File: config.mk
export PLATFORM = sky130hd
export DESIGN_NAME = adc_seq
export DESIGN_NICKNAME = d
export VERILOG_FILES = /design/src/rtl/adc_seq_pkg.sv /design/src/rtl/adc_seq_trig.sv /design/src/rtl/adc_seq_sar.sv /design/src/rtl/adc_seq_fmt.sv /design/src/rtl/adc_seq.sv
export SDC_FILE = /design/constraint.sdc
export NUM_CORES = 1
export LEC_CHECK = 0
export BUFFER_PORTS_ARGS = -buffer_cell sky130_fd_sc_hd__clkbuf_2
export CAP_MARGIN = 10
export CORE_ASPECT_RATIO = 0.9
export CORE_MARGIN = 2
export CORE_UTILIZATION = 32
export CTS_BUF_LIST = sky130_fd_sc_hd__clkbuf_8
export CTS_CLUSTER_DIAMETER = 50
export CTS_CLUSTER_SIZE = 28
export DETAILED_ROUTE_END_ITERATION = 8
export GPL_TIMING_DRIVEN = 0
export SLEW_MARGIN = 5
export SYNTH_ARGS = -nofsm -noshare
export SYNTH_HDL_FRONTEND = slang
export SYNTH_SLANG_ARGS = --single-unit
File: constraint.sdc
create_clock -name clk_i -period 5.1 [get_ports clk_i]
set_input_delay 0.765 -clock clk_i [delete_from_list [all_inputs] [get_ports clk_i]]
set_output_delay 0.765 -clock clk_i [all_outputs]
set_load 0.01 [all_outputs]
File: src/rtl/adc_seq_pkg.sv
package adc_seq_pkg;
  localparam int SMP_W = 3;
  localparam int SEL_W = 2;

  localparam logic [SEL_W-1:0] SEL_SW  = 2'd0;
  localparam logic [SEL_W-1:0] SEL_TMR = 2'd1;
  localparam logic [SEL_W-1:0] SEL_RSV = 2'd2;
  localparam logic [SEL_W-1:0] SEL_EXT = 2'd3;

  typedef enum logic [1:0] {
    ST_IDLE,
    ST_SAMPLE,
    ST_CONV
  } state_e;

  typedef struct packed {
    logic             left;
    logic             cont;
    logic [SEL_W-1:0] sel;
    logic [SMP_W-1:0] smp;
  } cfg_t;

  localparam int CFG_W = $bits(cfg_t);
endpackage

File: src/rtl/adc_seq_trig.sv
module adc_seq_trig
  import adc_seq_pkg::*;
#(
  parameter int SYNC_STAGES = 2
) (
  input  logic             clk_i,
  input  logic             rst_ni,
  input  logic [SEL_W-1:0] sel_i,
  input  logic             sw_start_i,
  input  logic             tmr_uf_i,
  input  logic             ext_trig_i,
  output logic             fire_o
);
  logic [SYNC_STAGES-1:0] sync_q;
  logic                   ext_prev_q;
  logic                   sw_prev_q;

  for (genvar s = 0; s < SYNC_STAGES; s++) begin : g_sync
    always_ff @(posedge clk_i or negedge rst_ni) begin
      if (!rst_ni) sync_q[s] <= 1'b0;
      else if (s == 0) sync_q[s] <= ext_trig_i;
      else sync_q[s] <= sync_q[(s == 0) ? 0 : s-1];
    end
  end

  always_ff @(posedge clk_i or negedge rst_ni) begin
    if (!rst_ni) begin
      ext_prev_q <= 1'b0;
      sw_prev_q  <= 1'b0;
    end else begin
      ext_prev_q <= sync_q[SYNC_STAGES-1];
      sw_prev_q  <= sw_start_i;
    end
  end

  always_comb begin
    unique case (sel_i)
      SEL_SW:  fire_o = sw_start_i & ~sw_prev_q;
      SEL_TMR: fire_o = tmr_uf_i;
      SEL_EXT: fire_o = sync_q[SYNC_STAGES-1] & ~ext_prev_q;
      default: fire_o = 1'b0;
    endcase
  end
endmodule

File: src/rtl/adc_seq_sar.sv
module adc_seq_sar #(
  parameter int RES_W = 12
) (
  input  logic             clk_i,
  input  logic             rst_ni,
  input  logic             start_i,
  input  logic             cmp_i,
  output logic [RES_W-1:0] dac_o,
  output logic [RES_W-1:0] next_code_o,
  output logic             last_o
);
  localparam int IDX_W = $clog2(RES_W);

  logic [RES_W-1:0] code_q;
  logic [IDX_W-1:0] bit_q;
  logic             run_q;
  logic [RES_W-1:0] trial;

  assign trial       = code_q | (RES_W'(1) << bit_q);
  assign dac_o       = run_q ? trial : '0;
  assign next_code_o = cmp_i ? trial : code_q;
  assign last_o      = run_q && (bit_q == '0);

  always_ff @(posedge clk_i or negedge rst_ni) begin
    if (!rst_ni) begin
      code_q <= '0;
      bit_q  <= '0;
      run_q  <= 1'b0;
    end else if (start_i) begin
      code_q <= '0;
      bit_q  <= IDX_W'(RES_W-1);
      run_q  <= 1'b1;
    end else if (run_q) begin
      code_q <= next_code_o;
      if (bit_q == '0) run_q <= 1'b0;
      else bit_q <= bit_q - 1'b1;
    end
  end
endmodule

File: src/rtl/adc_seq_fmt.sv
module adc_seq_fmt #(
  parameter int RES_W = 12,
  parameter int OUT_W = 16
) (
  input  logic             left_i,
  input  logic [RES_W-1:0] value_i,
  output logic [OUT_W-1:0] data_o
);
  localparam int PAD_W = OUT_W - RES_W;

  assign data_o = left_i ? {value_i, {PAD_W{1'b0}}} : {{PAD_W{1'b0}}, value_i};
endmodule

File: src/rtl/adc_seq.sv
module adc_seq
  import adc_seq_pkg::*;
#(
  parameter int RES_W       = 12,
  parameter int OUT_W       = 16,
  parameter int SMP_BASE    = 4,
  parameter int SYNC_STAGES = 2
) (
  input  logic             clk_i,
  input  logic             rst_ni,
  input  logic             cfg_we_i,
  input  logic [CFG_W-1:0] cfg_wdata_i,
  input  logic             sw_start_i,
  input  logic             tmr_uf_i,
  input  logic             ext_trig_i,
  input  logic             cmp_i,
  output logic             sample_o,
  output logic [RES_W-1:0] dac_o,
  output logic             busy_o,
  output logic             done_o,
  output logic [OUT_W-1:0] result_o
);
  localparam int CNT_W = $clog2((1 << SMP_W) + SMP_BASE);

  cfg_t             cfg_q;
  state_e           state_q;
  logic [CNT_W-1:0] smp_cnt_q;
  logic [RES_W-1:0] result_q;
  logic             done_q;
  logic             fire;
  logic             sar_start;
  logic             sar_last;
  logic [RES_W-1:0] sar_next;
  logic [CNT_W-1:0] smp_load;

  assign busy_o    = (state_q != ST_IDLE);
  assign sample_o  = (state_q == ST_SAMPLE);
  assign done_o    = done_q;
  assign smp_load  = CNT_W'(cfg_q.smp) + CNT_W'(SMP_BASE - 1);
  assign sar_start = (state_q == ST_SAMPLE) && (smp_cnt_q == '0);

  // config is frozen while a conversion runs
  always_ff @(posedge clk_i or negedge rst_ni) begin
    if (!rst_ni) cfg_q <= '0;
    else if (cfg_we_i && !busy_o) cfg_q <= cfg_t'(cfg_wdata_i);
  end

  adc_seq_trig #(.SYNC_STAGES(SYNC_STAGES)) u_trig (
    .clk_i      (clk_i),
    .rst_ni     (rst_ni),
    .sel_i      (cfg_q.sel),
    .sw_start_i (sw_start_i),
    .tmr_uf_i   (tmr_uf_i),
    .ext_trig_i (ext_trig_i),
    .fire_o     (fire)
  );

  adc_seq_sar #(.RES_W(RES_W)) u_sar (
    .clk_i       (clk_i),
    .rst_ni      (rst_ni),
    .start_i     (sar_start),
    .cmp_i       (cmp_i),
    .dac_o       (dac_o),
    .next_code_o (sar_next),
    .last_o      (sar_last)
  );

  always_ff @(posedge clk_i or negedge rst_ni) begin
    if (!rst_ni) begin
      state_q   <= ST_IDLE;
      smp_cnt_q <= '0;
      result_q  <= '0;
      done_q    <= 1'b0;
    end else begin
      done_q <= 1'b0;
      unique case (state_q)
        ST_IDLE: begin
          if (fire) begin
            state_q   <= ST_SAMPLE;
            smp_cnt_q <= smp_load;
          end
        end
        ST_SAMPLE: begin
          if (smp_cnt_q == '0) state_q <= ST_CONV;
          else smp_cnt_q <= smp_cnt_q - 1'b1;
        end
        ST_CONV: begin
          if (sar_last) begin
            result_q <= sar_next;
            done_q   <= 1'b1;
            if (cfg_q.cont && sw_start_i) begin
              state_q   <= ST_SAMPLE;
              smp_cnt_q <= smp_load;
            end else begin
              state_q <= ST_IDLE;
            end
          end
        end
        default: state_q <= ST_IDLE;
      endcase
    end
  end

  adc_seq_fmt #(.RES_W(RES_W), .OUT_W(OUT_W)) u_fmt (
    .left_i  (cfg_q.left),
    .value_i (result_q),
    .data_o  (result_o)
  );
endmodule

# Yosys cells after proc, flatten, opt, wreduce, memory -nomap -nowiden
# Index checks and enable logic that the tools add are counted.
[word_totals]
reg_bits = 47
in_bits = 14
output_inout_bits = 31
[op_classes]
n_addsub = 3
n_eq_ne = 10
shift = 1
muxes = 24
bitwise = 5
n_reduce_logical = 16
[ops]
columns = ["cell", "count"]
rows = [
  ["$mux 12", 4],
  ["$mux 4", 7],
  ["$mux 16", 1],
  ["$or 12x12->12", 1],
  ["$pmux 4 s3", 1],
  ["$shl 1x4->12 const A", 1],
  ["$ne 2x2->1 const B", 5],
  ["$logic_not 4->1", 2],
  ["$sub 4x1->4 const B", 2],
  ["$mux 1", 6],
  ["$mux 2", 3],
  ["$pmux 2 s3", 1],
  ["$reduce_and 5->1", 1],
  ["$add 3x2->4 const B", 1],
  ["$eq 2x1->1 const B", 2],
  ["$eq 2x2->1 const B", 2],
  ["$logic_and 1x1->1", 4],
  ["$logic_not 2->1", 2],
  ["$reduce_and 2->1", 2],
  ["$reduce_bool 2->1", 2],
  ["$pmux 1 s3", 1],
  ["$reduce_and 3->1", 1],
  ["$reduce_bool 3->1", 1],
  ["$and 1x1->1", 2],
  ["3 further kinds", 4],
]

# Logic depth before layout (Yosys ltp)
[logic_depth]
ltp_word = 5
mapped_depth = 7

# By module
# From an unflattened synthesis, not the netlist that was laid out.
[hier_totals]
cells_unflattened = 259
area_unflattened_um2 = 2528.7
[by_module_without_submodules]
columns = ["mod", "n_inst", "cells_per_inst", "area_each_um2", "seq_area_each_um2"]
rows = [
  ["adc_seq", 1, 111, 1141.1, 650.6],
  ["adc_seq_sar", 1, 122, 1079.8, 425.4],
  ["adc_seq_fmt", 1, 18, 173.9, 0.0],
  ["adc_seq_trig", 1, 8, 133.9, 100.1],
]

# Worst setup path before layout
# No wires, ideal clock.
[synth_timing]
kind = "reg-to-output"
from = "register u_sar.bit_q[0]"
to = "output port dac_o[0]"
arrival_ns = 1.260
path_slack_ns = 3.075
stages_incl_launch_ff = 6
path_cell_list = "dfrtp_1 inv_1 ha_1 clkbuf_1 a21oi_1 nor2b_1"
[synth_between]
elab_chain_len = 3
[synth_lines]
columns = ["item", "line_no", "rtl"]
rows = [
  ["start, declared", "adc_seq_sar.sv:15", "logic [IDX_W-1:0] bit_q;"],
  ["start signal, assigned", "adc_seq_sar.sv:31", "bit_q <= IDX_W'(RES_W-1);"],
  ["start signal, assigned", "adc_seq_sar.sv:36", "else bit_q <= bit_q - 1'b1;"],
  ["$shl 1x4->12", "adc_seq_sar.sv:19", "assign trial = code_q | (RES_W'(1) << bit_q);"],
  ["$or 12x12->12", "adc_seq_sar.sv:19", ""],
  ["$mux 12", "adc_seq_sar.sv:20", "assign dac_o = run_q ? trial : '0;"],
  ["end, declared", "adc_seq.sv:18", "output logic [RES_W-1:0] dac_o,"],
]
# Every way passes these cells.

# Worst setup path in the final report
[layout_timing]
from = "register u_sar.bit_q[0]"
to = "output port dac_o[8]"
# Same word-level chain as after synthesis.

==> flow_metrics.tcl <==
set metrics [dict create \
    drt_iter0_drc 149 \
    cts_max_path_buffers 2 \
    numPortBuffers 44 \
    cts_setup_buffers 0 \
    setup_tns_ns 0 \
    top_layer_used "met4" \
    max_stage_delay_ns 0.42 \
    cp-start-kind "flip-flop" \
    p_per_area_mw_per_mm2 590 \
    clk_pin_slew_ns 0.09 \
    syn-cell-area_sq_mm 0.00238 \
    vdd_drop_max_mv 0.145 \
    syn2layout_area_growth_pct 19.7 \
    dr_wl_met3_um 242 \
    finalSetupViolCount 0 \
    slowest_stage "dfrtp_1" \
    diodes 0 \
    crit_type "flip-flop to output pin" \
    yosysUniqueCellTypes 33 \
    synth-seq-cells 47 \
    coreArea_sq_mm 0.00711 \
    synthTopCellsByCount "47 x dfrtp_1, 30 x a21oi_1, 25 x nand2_1" \
    die_h_um 85.8 \
    ios 45 \
    rsz0062_at_grt "false" \
    slew_headroom_pct 68.3 \
    netlist.area_leader.share_pct 49.5 \
    syn-mean-instance-area_sq_um 9.55 \
    cts-root-buf "clkbuf_8" \
    syn_inst 249 \
    max_freq_mhz 375 \
    synth_edf_count 0 \
    dr.pass1.iters 4 \
    yosysMostFrequentCell "dfrtp_1" \
    layout_min_cycle_time_ns 2.67 \
    die_area_sq_mm 0.00814 \
    synth-main-ff-cell "dfrtp_1" \
    cts_resized 0 \
    place_hpwl_um 3910 \
    dpl_cell_area_sq_mm 0.00271 \
    worst_pin_slew_ns 0.476 \
    syn_nets 271 \
    die_w_um 94.9 \
    wirelength_um 5370 \
    fin_area_sq_mm 0.00285 \
    clock_skew_ns 0.00874 \
    grt_first_pass_wirelength_um 9120 \
    grt_pass1_vias 1900 \
    worstPathCellList "inv_1 -> ha_1 -> clkbuf_1 -> a21oi_1 -> nor2b_1 -> clkbuf_2" \
    drive_gt1_share_pct 24.5 \
    yosys.area.top_type "dfrtp_1" \
    rows 29 \
    grt_max_degree 48 \
    outcome "finished, final reports clean" \
    required_ns 4.34 \
    ys_warn_count 0 \
    critPathCaptureType "output pin" \
    antenna_found_initial 0 \
    p_leak_nw 1.35 \
    final.setup.worst_slack_ns 2.43 \
    cts-hold-fix-buffers 0 \
    cts_tree "done" \
    drc 0 \
    worstPathArrival_ns 1.90 \
    ctsHtreeMaxLevel 2 \
    post-route-period-util_pct 52.3 \
    async_flop_share_pct 100 \
    nets 323 \
    wl_met2_um 2480 \
    maxCapViolCount 0 \
    viasPerCell 4.93 \
    clk_latency_ns 0.31 \
    synth_area_leaders "dfrtp_1 49%, a21oi_1 6.3%, mux2_2 6.2%, nor2b_1 5.0%, ha_1 4.2%" \
    hold_path.class "primary input to asynchronous set/reset pin" \
    overflow 0 \
    wl_per_cell_um 13.6 \
    drv_slew 0 \
    nFillCells 744 \
    power.total_mw 1.68 \
    ant_nets 0 \
    pre_cts_ws_ns 2.76 \
    initial_core_util_pct 33.4 \
    vias 1946 \
    place.gp.congestion 0.810 \
    grt_usage_pct 14.2 \
    clock_sinks 47 \
    yosysSeqAreaShare_pct 49.5 \
    wl_met1_um 2550 \
    hold_viol_final 0 \
    path_max_fanout 10 \
    r2r_cells 6 \
    cts_made_buffers 5 \
]
==> layout by cell type, fill, tap and decap left out, types with 2 or more instances in the layout <==
cell type  instances
nor2_1            18
nor2b_1           19
xnor2_1            4
a21oi_1           30
clkbuf_2          44
nand3_1            2
o21ai_0           18
a31oi_1           12
clkbuf_8           5
or2_2              2
ha_1               8
inv_1              9
and2_1             8
nand2_1           25
mux2_2            13
dfrtp_1           47
nand2b_1           2
clkbuf_1          15
==> logic make-up after synthesis <==
| family | after synthesis | share of synthesized area, % |
|---|---|---|
| xor+xnor | 4 | 1.47 |
| fa+ha+maj | 8 | 4.21 |
| simple gates | 81 | 16.9 |
| compound gates | 70 | 17.6 |
| mux | 13 | 6.16 |
| buf+inv | 26 | 4.16 |
| flops | 47 | 49.5 |
==> cell type report <==
class | instances | area [sq um] | share of cell area (%)
well taps | 93 | 116 | 4.09
plain buffers | 16 | 61.3 | 2.15
clock inverters | 3 | 43.8 | 1.54
flip-flops and latches | 47 | 1180 | 41.3
repair buffers | 45 | 240 | 8.44
inverters | 10 | 37.5 | 1.32
clock buffers | 5 | 68.8 | 2.42
multi-input cells | 176 | 1100 | 38.7
==> registers in the layout (all words and copies together) (netlist names) <==
register	cells
u_sar.bit_q	4
smp_cnt_q	4
result_q	12
state_q	2
u_sar.run_q	1
u_sar.code_q	12
u_trig.sync_q	2
cfg_q	7
done_o	1
u_trig.ext_prev_q	1
u_trig.sw_prev_q	1
==> stage by stage <==
step / hold WS [ns] / cells / util (%)
floorplan: 0.331 / 249 / -
global placement: 0.333 / 386 / 38.2
detailed placement: 0.358 / 386 / 38.2
CTS: 0.378 / 394 / 39.7
global route: 0.382 / 395 / 40.0
finish: 0.360 / 395 / 40.0
==> routing by layer <==
layer  GRT usage [%]  up-vias
li1                -      950
met4            4.48        0
met2            22.1       52
met5               0        -
met1            20.0      935
met3            2.99        9
==> power by group <==
group / switching [mW] / internal [mW]
combinational: 0.457 / 0.329
clock: 0.130 / 0.146
sequential: 0.112 / 0.503
total: 0.700 / 0.978
==> critical path, delay by kind of cell, from the launching register on <==
family                   cells  cell delay [ns]
AND/OR/NAND/NOR              1             0.14
buffers and inverters        3             0.68
adder cells (fa/ha/maj)      1             0.24
flip-flops                   1             0.42
AO/OA/AOI/OAI                1             0.12
==> path summary, 6_finish.rpt <==
path	startpoint	to	slack (ns)
min reg2reg	u_trig.sync_q[0]$_DFF_PN0_	u_trig.sync_q[1]$_DFF_PN0_	0.38
max in group asynchronous	rst_ni	state_q[0]$_DFFE_PN0P_	4.23
min	rst_ni	u_sar.bit_q[2]$_DFFE_PN0P_	0.36
max reg2reg	smp_cnt_q[0]$_DFFE_PN0P_	u_sar.code_q[0]$_DFFE_PN0P_	2.94
max	u_sar.bit_q[0]$_DFFE_PN0P_	dac_o[8]	2.43
min in group clk_i	u_trig.sync_q[0]$_DFF_PN0_	u_trig.sync_q[1]$_DFF_PN0_	0.38
Note: power is estimated with default switching activity, not from simulation.
